**src/rtl/pwm_bank.sv**
```systemverilog
module pwm_bank #(
  parameter int NCH = 4,
  parameter int AW = 8,
  parameter int DW = 32,
  parameter logic [AW-1:0] CTRL_OFS = 8'h50
) (
  input  logic           clk,
  input  logic           rst_n,
  input  logic           wr_en,
  input  logic [AW-1:0]  wr_addr,
  input  logic [DW-1:0]  wr_data,
  output logic [NCH-1:0] pwm_o
);
  localparam int CNT_W = 8;
  localparam logic [CNT_W-1:0] CNT_TOP = '1;

  logic [7:0] ps_reg, ps_act, pc;
  logic [CNT_W-1:0] cnt;
  logic en_q, run;
  logic [NCH-1:0][CNT_W-1:0] cmp_reg, cmp_act;

  wire sel_ctrl = wr_en && (wr_addr == CTRL_OFS);
  wire tick = run && (pc == ps_act);
  wire wrap = tick && (cnt == CNT_TOP);
  wire load = !run || wrap;
  wire unused_bits = ^{wr_data[DW-1:15], wr_data[10], wr_data[8:4]};

  always_ff @(posedge clk) begin
    if (!rst_n) begin
      ps_reg <= '0;
      en_q   <= 1'b0;
      run    <= 1'b0;
    end else begin
      if (sel_ctrl) begin
        ps_reg <= {wr_data[14:11], wr_data[3:0]};
        en_q   <= wr_data[9];
      end
      run <= en_q;
    end
  end

  always_ff @(posedge clk) begin
    if (!rst_n || !run) begin
      pc  <= '0;
      cnt <= '0;
    end else if (tick) begin
      pc  <= '0;
      cnt <= cnt + 1'b1;
    end else begin
      pc  <= pc + 1'b1;
    end
  end

  always_ff @(posedge clk) begin
    if (!rst_n)    ps_act <= '0;
    else if (load) ps_act <= ps_reg;
  end

  for (genvar i = 0; i < NCH; i++) begin : g_ch
    localparam logic [AW-1:0] CH_OFS = AW'(4 * i);
    always_ff @(posedge clk) begin
      if (!rst_n) begin
        cmp_reg[i] <= '0;
        cmp_act[i] <= '0;
      end else begin
        if (wr_en && wr_addr == CH_OFS) cmp_reg[i] <= wr_data[CNT_W-1:0];
        if (load) cmp_act[i] <= cmp_reg[i];
      end
    end
    assign pwm_o[i] = en_q & run & (cnt <= cmp_act[i]);
  end
endmodule

```
**config.mk**
```make
export PLATFORM = sky130hd
export DESIGN_NAME = pwm_bank
export DESIGN_NICKNAME = d
export VERILOG_FILES = /design/src/rtl/pwm_bank.sv
export SDC_FILE = /design/constraint.sdc
export NUM_CORES = 1
export LEC_CHECK = 0
export ABC_CLOCK_PERIOD_IN_PS = 4000
export BUFFER_PORTS_ARGS = -buffer_cell sky130_fd_sc_hd__buf_2
export CAP_MARGIN = 20
export CELL_PAD_IN_SITES_DETAIL_PLACEMENT = 2
export CELL_PAD_IN_SITES_GLOBAL_PLACEMENT = 2
export CORE_UTILIZATION = 31
export DETAILED_ROUTE_END_ITERATION = 12
export GPL_ROUTABILITY_DRIVEN = 0
export HOLD_SLACK_MARGIN = 0.12
export PLACE_DENSITY = 0.69
export REMOVE_ABC_BUFFERS = 1
export SYNTH_ARGS = -nofsm -noshare
export SYNTH_HDL_FRONTEND = slang
export SYNTH_SLANG_ARGS = --single-unit
export TNS_END_PERCENT = 30
```
**constraint.sdc**
```tcl
create_clock -name clk -period 4 [get_ports clk]
set_input_delay 0.2 -clock clk [delete_from_list [all_inputs] [get_ports clk]]
set_output_delay 0.2 -clock clk [all_outputs]
set_load 0.1 [all_outputs]
```
==> metrics.cfg <==
[run_status]
status=completed

[placed_design]
numPortBuffers=27
pre_cts_ws_ns=1.57
hpwlAfterDp_um=8840

[synthesis]
synth_top_area_frac=0.406
synth_warnings=0
synth_cell_types=34
ys_ff_latch=98
synthTopCellsByCount=98 x dfxtp_1, 92 x nand2_1, 73 x mux2i_1
async_flop_share=0
yosysMostFrequentCell=dfxtp_1
syn_avg_cell_area_um2=9.20
synth_flop_cell=dfxtp_1
synth_top_cell_by_area=dfxtp_1
synth_edf_count=0
synth_area_leaders=dfxtp_1 41%, mux2i_1 15%, ha_1 8.8%
syn-cell-area_mm2=0.00483
seq_area_frac_synth=0.406
synth_cells=525

[clock_tree]
cts_tree=built
root_buffer=clkbuf_16
cts_buffer_depth=2
cts_buffers=9
cts_htree_levels=3
clock-sinks=98
hold_buffers=4
clk_pin_slew_ns=0.07
clkLatencyLatePin_ns=0.35
cts_setup_buffers=0
ctsResizeCount=0

[power]
powerDensity_mw_per_mm2=343
comb_power_share=0.032
clkPwrFrac=0.445
switching_power_uw=438
ir_worst_vdd_v=0.000176
p_total_mw=1.86
p_int_mw=1.43
power_frac_seq=0.524
switching_share=0.235
power.leakage_nw=2.14

[global_routing]
grt_pass1_vias=4094
grt-ovfl-total=0
use_met2=0.298
grt-busiest-layer=met2
use_met3=0.0295
use_met1=0.191
grt_antenna_before_repair=0
grt_pass1_wl_um=20300
grt_max_degree=84
gr-usage-all-layers=0.163

[timing]
slew-limit-headroom=0.480
period_share=0.696
layout_setup_ws_ns=1.22
slew_violations=0
finalClockSkew_ns=0.00907
rsz0062_at_grt=false
final-hold-violation-count=0
fmax_mhz=359
tightest_slew_ns=0.778
tns_ns=0
post-route-min-period_ns=2.78
hold-worst-slack_ns=0.135
setup_viol=0

[setup_path]
path_max_fanout=7
cp-start-kind=flop
worstSetupPathType=reg2out
crit_top_cell=a21o_1
cp_slowest_stage_delay_ns=0.52
cp.required_ns=3.80
endpoint_kind=output port
arrival_ns=2.58
cp_slowest_cell=dfxtp_1
crit_chain=ha_1 > a21o_1 > a21o_1 > a21oi_1 > nor2_1 > nor3_1 > buf_2

[finish]
layout-drive-gt1-share=0.0973
n_fill_cell=1672
syn2layout_area_growth_pct=12.6
multi_input_area_mm2=0.00264
nets=627
layout.area.seq_mm2=0.00196
antenna_cells=0

[floorplan]
num_rows=45
io_pins=47
coreArea_mm2=0.0152
dieWidth_um=127
start_util=0.318
dieHeight_um=127
dieArea_mm2=0.0161

[worst_hold_path]
hp-class=in2reg

[routing]
drc=0
postRouteWirelength_um=12200
dr.pass1.iters=4
dr.first_iter.drc_count=102
ant_nets=0
via_per_inst=4.91
dr_total_vias=3651
wl_per_cell_um=16.4

[flow_run]
drv_cap=0

## stage by stage
stage	area, µm²	utilization	cells
after global placement	5120	0.337	723
after CTS	5440	0.358	743
final	5440	0.358	743
after global routing	5440	0.358	743
after detailed placement	5120	0.337	723
after floorplan	4730	-	506
## layout by cell type (no fill, tap or decap), types with 2 or more instances in the layout
master         count
a211oi_1           4
a21boi_1           8
a21o_1             8
a21oi_1            5
and3_1             2
buf_2             26
buf_4              3
clkbuf_16          9
clkinvlp_4         3
dfxtp_1           98
dlygate4sd3_1      4
ha_1              34
inv_1             36
inv_6              2
mux2i_1           73
nand2_1           92
nand2_4            3
nand3_1           18
nand4_1           12
nor2_1            25
nor2b_1           37
nor3_1             7
nor3_4             2
nor4_1             3
o21a_1             4
o21ai_1            5
xnor2_1           16
xor2_1             5
## worst paths after layout
kind | startpoint | slack, ns | cells after the start | endpoint
max | cnt[5] | 1.22 | 7 | pwm_o[3]
min | wr_data[14] | 0.13 | 3 | ps_reg[7]
max reg2reg | pc[2] | 1.80 | 6 | cmp_act[30]
min reg2reg | cmp_reg[22] | 0.46 | 2 | cmp_reg[22]
## power groups by stage
stage / Clock (mW) / Sequential (mW) / Combinational (mW)
2_1_floorplan: 0 / 0.999 / 0.0145
3_3_place_gp: 0 / 0.999 / 0.0557
3_5_place_dp: 0 / 0.999 / 0.0571
4_1_cts: 0.863 / 0.976 / 0.0603
5_1_grt: 0.891 / 0.976 / 0.0646
6_report: 0.829 / 0.976 / 0.0590
## critical path: cells and delay by family, from the launching register on
kind / cells / cell delay [ns]
buf+inv: 1 / 0.49
fa+ha+maj: 1 / 0.31
compound gates: 3 / 0.56
simple gates: 2 / 0.36
flops: 1 / 0.52
## layout make-up
type,instances,area share
multi-input combinational,372,0.485
sequential,98,0.361
tap,188,0.0432
clock buffer,10,0.0421
timing repair buffer,33,0.0354
inverter,36,0.0248
clock inverter,6,0.00897
## metal layers
layer	vias to the layer above	share of wire
li1	1798	-
met1	1818	0.45
met2	25	0.52
met3	10	0.017
met4	0	0.013
met5	-	0
## cell families after synthesis
group / Yosys count / share of synthesized area
flops: 98 / 0.406
buf+inv: 55 / 0.0492
fa+ha+maj: 34 / 0.0881
xor+xnor: 21 / 0.0381
simple gates: 209 / 0.217
mux: 73 / 0.151
compound gates: 35 / 0.0500
No activity file was read; power rests on OpenSTA's default activity.
